`config.mk`:
```
export PLATFORM = sky130hd
export DESIGN_NAME = lcell
export DESIGN_NICKNAME = d
export VERILOG_FILES = /design/src/rtl/lcell_pkg.sv /design/src/rtl/lcell_cfg_chain.sv /design/src/rtl/lcell_lut.sv /design/src/rtl/lcell_full_adder.sv /design/src/rtl/lcell_out_stage.sv /design/src/rtl/lcell.sv
export SDC_FILE = /design/constraint.sdc
export NUM_CORES = 1
export LEC_CHECK = 0
export BUFFER_PORTS_ARGS = -buffer_cell sky130_fd_sc_hd__buf_4
export CAP_MARGIN = 5
export CORE_MARGIN = 1.5
export CORE_UTILIZATION = 30
export CTS_CLUSTER_DIAMETER = 100
export DETAILED_ROUTE_END_ITERATION = 8
export SYNTH_ARGS = -nofsm -noshare
export SYNTH_HDL_FRONTEND = slang
export SYNTH_SLANG_ARGS = --single-unit
```
`constraint.sdc`:
```
create_clock -name clk -period 4.8 [get_ports clk]
set_input_delay 0.48 -clock clk [delete_from_list [all_inputs] [get_ports clk]]
set_output_delay 0.48 -clock clk [all_outputs]
set_load 0.02 [all_outputs]
```
`src/rtl/lcell_pkg.sv`:
```
// Package lcell_pkg
// Shared constants and the configuration word layout for the logic cell.
// Assumes the input count is at least 2, so that the table splits into two halves.
package lcell_pkg;
    localparam int N_IN     = 4;
    localparam int LUT_BITS = 2 ** N_IN;
    localparam int HALF     = LUT_BITS / 2;
    localparam int SEL_W    = N_IN - 1;
    localparam int CFG_W    = LUT_BITS + 2;

    // MSB first: output select, mode, then the truth table
    typedef struct packed {
        logic                reg_sel;
        logic                arith;
        logic [LUT_BITS-1:0] tbl;
    } cell_cfg_t;
endpackage

```
`src/rtl/lcell_cfg_chain.sv`:
```
// Module lcell_cfg_chain
// Serial configuration register. Each enabled clock edge shifts the word up one
// place and takes the new bit into bit 0. Assumes the sender pushes bits MSB first.
module lcell_cfg_chain
    import lcell_pkg::*;
(
    input  logic      clk,
    input  logic      rst_n,
    input  logic      shift_en,
    input  logic      shift_in,
    output cell_cfg_t cfg
);
    logic [CFG_W-1:0] word_q;

    // Clear on reset, shift when enabled, hold otherwise
    always_ff @(posedge clk) begin
        if (!rst_n) begin
            word_q <= '0;
        end else if (shift_en) begin
            word_q <= {word_q[CFG_W-2:0], shift_in};
        end
    end

    assign cfg = cell_cfg_t'(word_q);
endmodule

```
`src/rtl/lcell_lut.sv`:
```
// Module lcell_lut
// Splits the truth table into two halves and reads one bit from each at the
// same index. Assumes the table width is twice the size of one half.
module lcell_lut
    import lcell_pkg::*;
(
    input  logic [LUT_BITS-1:0] tbl,
    input  logic [SEL_W-1:0]    idx,
    output logic                half_a,
    output logic                half_b
);
    logic [HALF-1:0] lo_half;
    logic [HALF-1:0] hi_half;

    // Split the table into its lower and upper halves, one bit per entry
    for (genvar g = 0; g < HALF; g++) begin : g_split
        assign lo_half[g] = tbl[g];
        assign hi_half[g] = tbl[HALF + g];
    end

    // Read the addressed entry from both halves
    always_comb begin
        half_a = lo_half[idx];
        half_b = hi_half[idx];
    end
endmodule

```
`src/rtl/lcell_full_adder.sv`:
```
// Module lcell_full_adder
// One-bit full adder. It is purely combinational and has no assumptions.
module lcell_full_adder (
    input  logic a,
    input  logic b,
    input  logic ci,
    output logic s,
    output logic co
);
    // Sum and majority carry
    always_comb begin
        s  = a ^ b ^ ci;
        co = (a & b) | (a & ci) | (b & ci);
    end
endmodule

```
`src/rtl/lcell_out_stage.sv`:
```
// Module lcell_out_stage
// Output flip-flop and the selector between the registered and the direct
// result. Assumes that the select bit changes only through configuration.
module lcell_out_stage (
    input  logic clk,
    input  logic rst_n,
    input  logic res,
    input  logic reg_sel,
    output logic out
);
    logic q;

    // Capture the cell result on every edge; reset clears it
    always_ff @(posedge clk) begin
        if (!rst_n) begin
            q <= 1'b0;
        end else begin
            q <= res;
        end
    end

    // Choose the registered or the direct path
    always_comb begin
        out = reg_sel ? q : res;
    end
endmodule

```
`src/rtl/lcell.sv`:
```
// Module lcell
// Configurable logic cell. In logic mode it computes any function of its four
// inputs; in arithmetic mode the two table halves feed a full adder. The output
// can be registered or direct. Assumes that configuration is loaded before use.
module lcell
    import lcell_pkg::*;
(
    input  logic            clk,
    input  logic            rst_n,
    input  logic            cfg_en,
    input  logic            cfg_din,
    input  logic [N_IN-1:0] din,
    input  logic            cin,
    output logic            dout,
    output logic            cout
);
    cell_cfg_t        cfg_s;
    logic [CFG_W-1:0] cfg_q;
    logic             half_a;
    logic             half_b;
    logic             sum;
    logic             carry;
    logic             res_comb;

    lcell_cfg_chain u_cfg (
        .clk      (clk),
        .rst_n    (rst_n),
        .shift_en (cfg_en),
        .shift_in (cfg_din),
        .cfg      (cfg_s)
    );

    assign cfg_q = cfg_s;

    lcell_lut u_lut (
        .tbl    (cfg_s.tbl),
        .idx    (din[SEL_W-1:0]),
        .half_a (half_a),
        .half_b (half_b)
    );

    lcell_full_adder u_fa (
        .a  (half_a),
        .b  (half_b),
        .ci (cin),
        .s  (sum),
        .co (carry)
    );

    // Mode selector: the adder sum, or the half chosen by the top input
    always_comb begin
        if (cfg_s.arith) begin
            res_comb = sum;
            cout     = carry;
        end else begin
            res_comb = din[N_IN-1] ? half_b : half_a;
            cout     = 1'b0;
        end
    end

    lcell_out_stage u_out (
        .clk     (clk),
        .rst_n   (rst_n),
        .res     (res_comb),
        .reg_sel (cfg_s.reg_sel),
        .out     (dout)
    );
endmodule

```
==> run_results.csv, run 1 <==
group,metric,value,unit
timing,finalCriticalPeriod,2.90,ns
cells_and_area,fin_cells,123,
yosys,syn-instance-count,80,
clocking,clock_path_buffers,2,
global_route,grt_pass1_vias,631,
setup_path,slowest_delay,0.51,ns
floorplanning,fp.dieH,59.0,microns
clocking,cts_root_buf,"clkbuf_4",
timing,setup_viol,0,
yosys,ys_seq_area_share,40.5,%
power,power.leakage,0.424,nW
yosys,syn-num-nets,90,
timing,slew_headroom,63.1,%
global_route,grt_max_degree,20,
timing,setup_tns,0,ns
floorplanning,initial_core_util,31.3,%
floorplanning,num_rows,20,
timing,skew,0.00330,ns
floorplanning,die_w,59.0,microns
hold_path,hold_class,"primary input to register",
setup_path,cp_data_arrival_time,2.42,ns
routing,drt-vias-per-instance,4.93,
yosys,yosysTopAreaCellShare,40.5,%
yosys,syn_area_per_cell,11.7,sq um
placement,numPortBuffers,10,
setup_path,end_kind,"output port",
setup_path,cpMostUsedCell,"buf_4",
placement,place_congestion,0.791,
timing,fin_crit_sh,60.5,%
setup_path,startpoint_type,"primary input",
clocking,postCtsHoldBufs,0,
global_route,gr-total-overflow,0,
setup_path,worst_ep_required_time,4.32,ns
cells_and_area,syn_to_final_growth,12.7,%
timing,fin_hold_ws,0.432,ns
routing,post-route-drc-count,0,
power,ir_drop,0.000123,V
clocking,clk_pin_slew,0.11,ns
timing,setup_slack,1.90,ns
floorplanning,dieArea,3480,sq um
routing,wl,1630,microns
routing,vias,606,
clocking,cts_setup_buffers,0,
setup_path,crit_buf_inv,2,
clocking,cts_sinks,19,
timing,hold_viol_final,0,
clocking,h-tree-depth,1,
run_status,status,"finished, final reports clean",
setup_path,crit_chain,"buf_4, mux4_2, mux2_4, fa_1, nor2b_1, o41ai_2, buf_4",
yosys,ys_types,22,
routing,drt_iter0_drc,14,
setup_path,critPathTopFamily,"multiplexers",
placement,place_inst,119,
clocking,ctsResizeCount,0,
clocking,numCtsBuffers,3,
timing,max_freq,345,MHz
placement,pre_cts_slack,1.89,ns
floorplanning,io_pins,11,
cells_and_area,drive_above_1_share,24.4,%
power,cellPowerDensity,256,nW/um^2
setup_path,crit_path_top_delay_cell,"mux4_2",
run,max-cap-violations,0,
global_route,grt_pass1_wl,2860,microns
global_route,track_usage,11.2,%
placement,hpwl,1200,microns
yosys,synth_top_cell_by_area,"dfxtp_1",
timing,rsz0062_at_grt,"no",
global_route,antenna_found_initial,0,
clocking,cts_tree,"yes",
clocking,clk_latency,0.30,ns
floorplanning,core-area,3000,sq um
yosys,synth_area,940,sq um
timing,drv_slew,0,
yosys,ys.warnings.count,0,
yosys,ys_seq_elements,19,
routing,final_antenna_net_count,0,
routing,wl_per_cell,13.3,microns
routing,firstDrtPassIters,3,
setup_path,crit_type,"primary input to output port",
timing,worst_pin_slew,0.540,ns
yosys,synthTopCellsByArea,"dfxtp_1, mux2i_1, nor2b_1",
cells_and_area,antenna_cells,0,
cells_and_area,nets,101,
setup_path,path_max_fanout,7,
through the flow:
stage          total power (W)  instance area (sq um)  utilization, %
2_1_floorplan         0.000184                    940               -
3_3_place_gp          0.000193                   1030            34.3
3_5_place_dp          0.000194                   1030            34.3
4_1_cts               0.000275                   1060            35.3
5_1_grt               0.000286                   1060            35.3
6_report              0.000271                   1060            35.3
report_power, final:
| part | total (W) | switching (W) | internal, W |
|---|---|---|---|
| logic | 0.0000302 | 0.0000140 | 0.0000163 |
| clock network | 0.0000804 | 0.0000493 | 0.0000311 |
| registers | 0.000160 | 0.000000902 | 0.000159 |
state kept, by name (all words and copies together), names as in the netlist:
register	flops
u_cfg.cfg	18
u_out.q	1
cell usage in the layout, fill, tap and decap left out:
cell	count
nor2b_1	20
mux2i_1	19
dfxtp_1	19
buf_4	10
clkbuf_4	3
mux4_2	2
nor3b_1	2
mux2_4	1
mux2_1	1
and3_4	1
a2111oi_0	1
mux2_2	1
nor4_1	1
nor2_1	1
o41a_1	1
nor3b_4	1
nand2_1	1
o41ai_2	1
and2_1	1
nor4b_2	1
fa_1	1
clkinv_2	1
cell type report:
class | count | area [sq um]
Clock buffer | 3 | 22.5
Timing Repair Buffer | 10 | 75.1
Fill cell | 315 | 1940
Clock inverter | 1 | 5.00
Multi-Input combinational cell | 57 | 534
Sequential cell | 19 | 380
Tap cell | 33 | 41.3
routing by layer:
| layer | vias to the layer above | track usage [%] | share of wire (%) |
|---|---|---|---|
| met5 | - | 0 | 0 |
| met4 | 0 | 3.90 | 1.0 |
| met3 | 2 | 5.27 | 4.2 |
| met2 | 8 | 18.3 | 49 |
| met1 | 294 | 12.8 | 46 |
| li1 | 302 | - | - |
worst min-delay path, cell delays in order:
cell	delay (ns)
buf_4	0.08
mux2i_1	0.05
nor2b_1	0.09
synth_stat cells:
library cell,number
nor3b_4,1
o41a_1,1
mux4_2,2
mux2_4,1
and2_1,1
nor4_1,1
dfxtp_1,19
nor2_1,1
fa_1,1
and3_4,1
o41ai_2,1
clkbuf_1,1
a2111oi_0,1
buf_6,1
nor4b_2,1
mux2_2,1
nor3b_1,2
nor2b_1,20
mux2i_1,19
buf_2,2
nand2_1,1
mux2_1,1
logic make-up (layout without fill, tap and decap cells):
group	count (synthesis)	after routing	share of synthesized area (%)
flops	19	19	40.5
mux	24	24	29.0
compound gates	3	3	3.86
buf+inv	4	14	2.66
fa+ha+maj	1	1	2.13
simple gates	29	29	21.8
final timing paths:
kind / startpoint / end / slack (ns) / depth (start not counted)
setup / recovery: din[0] / dout / 1.90 / 7
hold / removal: cfg_din / u_cfg.cfg[0]$_SDFFE_PN0P_ / 0.43 / 3
setup reg to reg: u_cfg.cfg[13]$_SDFFE_PN0P_ / u_out.q$_SDFF_PN0_ / 2.85 / 5
hold reg to reg: u_cfg.cfg[9]$_SDFFE_PN0P_ / u_cfg.cfg[9]$_SDFFE_PN0P_ / 0.54 / 2
Note: power is estimated with default switching activity, not from simulation.
==> run 2: changes to the inputs <==
Settings changed: ABC_AREA set to 1.
Clock period 4.8 ns to 2.94 ns, I/O delays scaled along.
==> run_results.csv, run 2 <==
group,metric,value,unit
floorplanning,fp.dieH,58.1,microns
setup_path,end_kind,"output port",
clocking,cts_setup_buffers,0,
setup_path,startpoint_type,"register",
clocking,clk_pin_slew,0.10,ns
routing,firstDrtPassIters,6,
timing,rsz0062_at_grt,"no",
setup_path,cp_data_arrival_time,2.19,ns
clocking,cts_sinks,19,
yosys,syn_area_per_cell,7.24,sq um
floorplanning,initial_core_util,32.2,%
routing,drt-vias-per-instance,4.77,
floorplanning,io_pins,11,
run_status,status,"complete, but fails checks",
yosys,synth_area,912,sq um
setup_path,crit_type,"register to output port",
run_status,violations,"design-rule violations",
yosys,ys.warnings.count,0,
placement,hpwl,1320,microns
global_route,grt_pass1_vias,725,
floorplanning,die_w,58.1,microns
yosys,ys_seq_area_share,41.7,%
timing,slew_headroom,81.0,%
yosys,ys_async_sr_fraction,0,%
floorplanning,num_rows,19,
timing,fin_hold_ws,0.286,ns
power,cellPowerDensity,498,nW/um^2
setup_path,crit_chain,"inv_1, nand2_1, nand3_1, nand3_1, and2_2, fa_1, or2_2, nand3_1, nand2_1, buf_4",
routing,post-route-drc-count,1,
yosys,syn-instance-count,126,
clocking,clk_latency,0.30,ns
timing,setup_tns,0,ns
setup_path,reg2reg_slack,1.13,ns
timing,setup_viol,0,
setup_path,cpMostUsedCell,"nand3_1",
yosys,ys_types,18,
timing,max_freq,402,MHz
clocking,clock_path_buffers,2,
cells_and_area,antenna_cells,0,
cells_and_area,nets,146,
timing,fin_crit_sh,84.6,%
timing,worst_pin_slew,0.283,ns
setup_path,slowest_delay,0.44,ns
clocking,ctsResizeCount,0,
clocking,h-tree-depth,1,
yosys,ys.flop_type,"dfxtp_1",
yosys,synthTopCellsByArea,"dfxtp_1, a21oi_1, o21ai_0",
routing,final_antenna_net_count,0,
yosys,synth_top_cell_by_area,"dfxtp_1",
yosys,yosys-top-cells-count,"inv_1, nand2_1, dfxtp_1",
hold_path,min-delay-start,"cfg_din",
timing,hold_viol_final,0,
routing,drt_iter0_drc,16,
cells_and_area,syn_to_final_growth,12.2,%
clocking,numCtsBuffers,3,
placement,place_congestion,0.831,
cells_and_area,final_cell_mix,"inv_1, nand2_1, dfxtp_1",
timing,skew,0.00186,ns
timing,finalCriticalPeriod,2.49,ns
routing,wl,1760,microns
power,power.leakage,0.463,nW
floorplanning,dieArea,3380,sq um
placement,numPortBuffers,10,
power,ir_drop,0.000240,V
timing,drv_slew,0,
clocking,cts_root_buf,"clkbuf_4",
routing,vias,791,
global_route,track_usage,11.7,%
setup_path,startpoint,"u_cfg.cfg[11]$_SDFFE_PN0P_",
placement,place_inst,162,
setup_path,crit_path_top_delay_cell,"fa_1",
cells_and_area,largest_reg_flops,18,
global_route,gr-total-overflow,0,
cells_and_area,fin_cells,166,
setup_path,timing.rr.start,"u_cfg.cfg[11]$_SDFFE_PN0P_",
clocking,cts_tree,"yes",
routing,wl_per_cell,10.6,microns
setup_path,path_max_fanout,2,
setup_path,worst_ep_required_time,2.65,ns
run,max-cap-violations,0,
yosys,syn-num-nets,136,
global_route,antenna_found_initial,0,
global_route,grt_max_degree,28,
floorplanning,core-area,2830,sq um
hold_path,hold_class,"primary input to register",
yosys,yosysTopAreaCellShare,41.7,%
clocking,postCtsHoldBufs,0,
yosys,synth_edf_count,0,
cells_and_area,drive_above_1_share,17.8,%
global_route,grt_pass1_wl,3040,microns
yosys,ys_seq_elements,19,
## run 2: changes by cell type after synthesis, moves of 5 or more
cell     delta
nand2_1    +19
mux2i_1    -19
nand3_2     +5
o21ai_0    +18
nand3_1     +7
a21oi_1    +18
nor2b_1    -20
inv_1      +20
## run 2: critical path: cells and delay by family, from the launching register on
family                     cells  cell delay (ns)
and+or+nand+nor                7             0.89
adders and majority gates      1             0.44
DFF                            1             0.32
buffers and inverters          2             0.24
## run 2: where the power goes
part / internal [W] / total [W] / leakage [nW] / switching (W)
sequential: 0.000275 / 0.000282 / 0.157 / 0.00000758
combinational: 0.0000376 / 0.0000934 / 0.291 / 0.0000558
clock: 0.0000530 / 0.000134 / 0.0150 / 0.0000809
## run 2: layer usage
layer	routed length (microns)	vias up	GRT usage, %
met5	0	-	0
met2	747	16	18.8
met1	909	352	15.0
met4	16	0	2.99
met3	85	3	4.02
li1	-	420	-
## run 2: worst paths after layout
check / to / depth (start not counted)
hold / removal: u_cfg.cfg[0]$_SDFFE_PN0P_ / 3
setup reg to reg: u_out.q$_SDFF_PN0_ / 9
setup / recovery: dout / 10
hold reg to reg: u_cfg.cfg[8]$_SDFFE_PN0P_ / 2
## run 2: logic make-up (layout without fill, tap and decap cells)
logic type               count (synthesis)  in the layout  synth area share [%]
AND/OR/NAND/NOR                         44             44                  24.6
AO/OA/AOI/OAI                           36             36                  19.8
buffers and inverters                   26             35                  11.8
flip-flops                              19             19                  41.7
adder cells (fa/ha/maj)                  1              1                  2.19
## run 2: through the flow
| stage | setup WS [ns] | total power [W] | utilization [%] | cell area, sq um |
|---|---|---|---|---|
| after floorplan | 0.867 | 0.000354 | - | 912 |
| after global placement | 0.640 | 0.000380 | 35.2 | 997 |
| after detailed placement | 0.569 | 0.000383 | 35.2 | 997 |
| after CTS | 0.424 | 0.000518 | 36.2 | 1020 |
| after global routing | 0.328 | 0.000545 | 36.2 | 1020 |
| final | 0.453 | 0.000510 | 36.2 | 1020 |
## run 2: cell type report
cell class                 count  area [sq um]
fill                         312          1810
multi-input combinational     81           424
sequential                    19           380
inverter                      21          78.8
timing repair buffer          10          75.1
tap                           31          38.8
clock buffer                   4          26.3
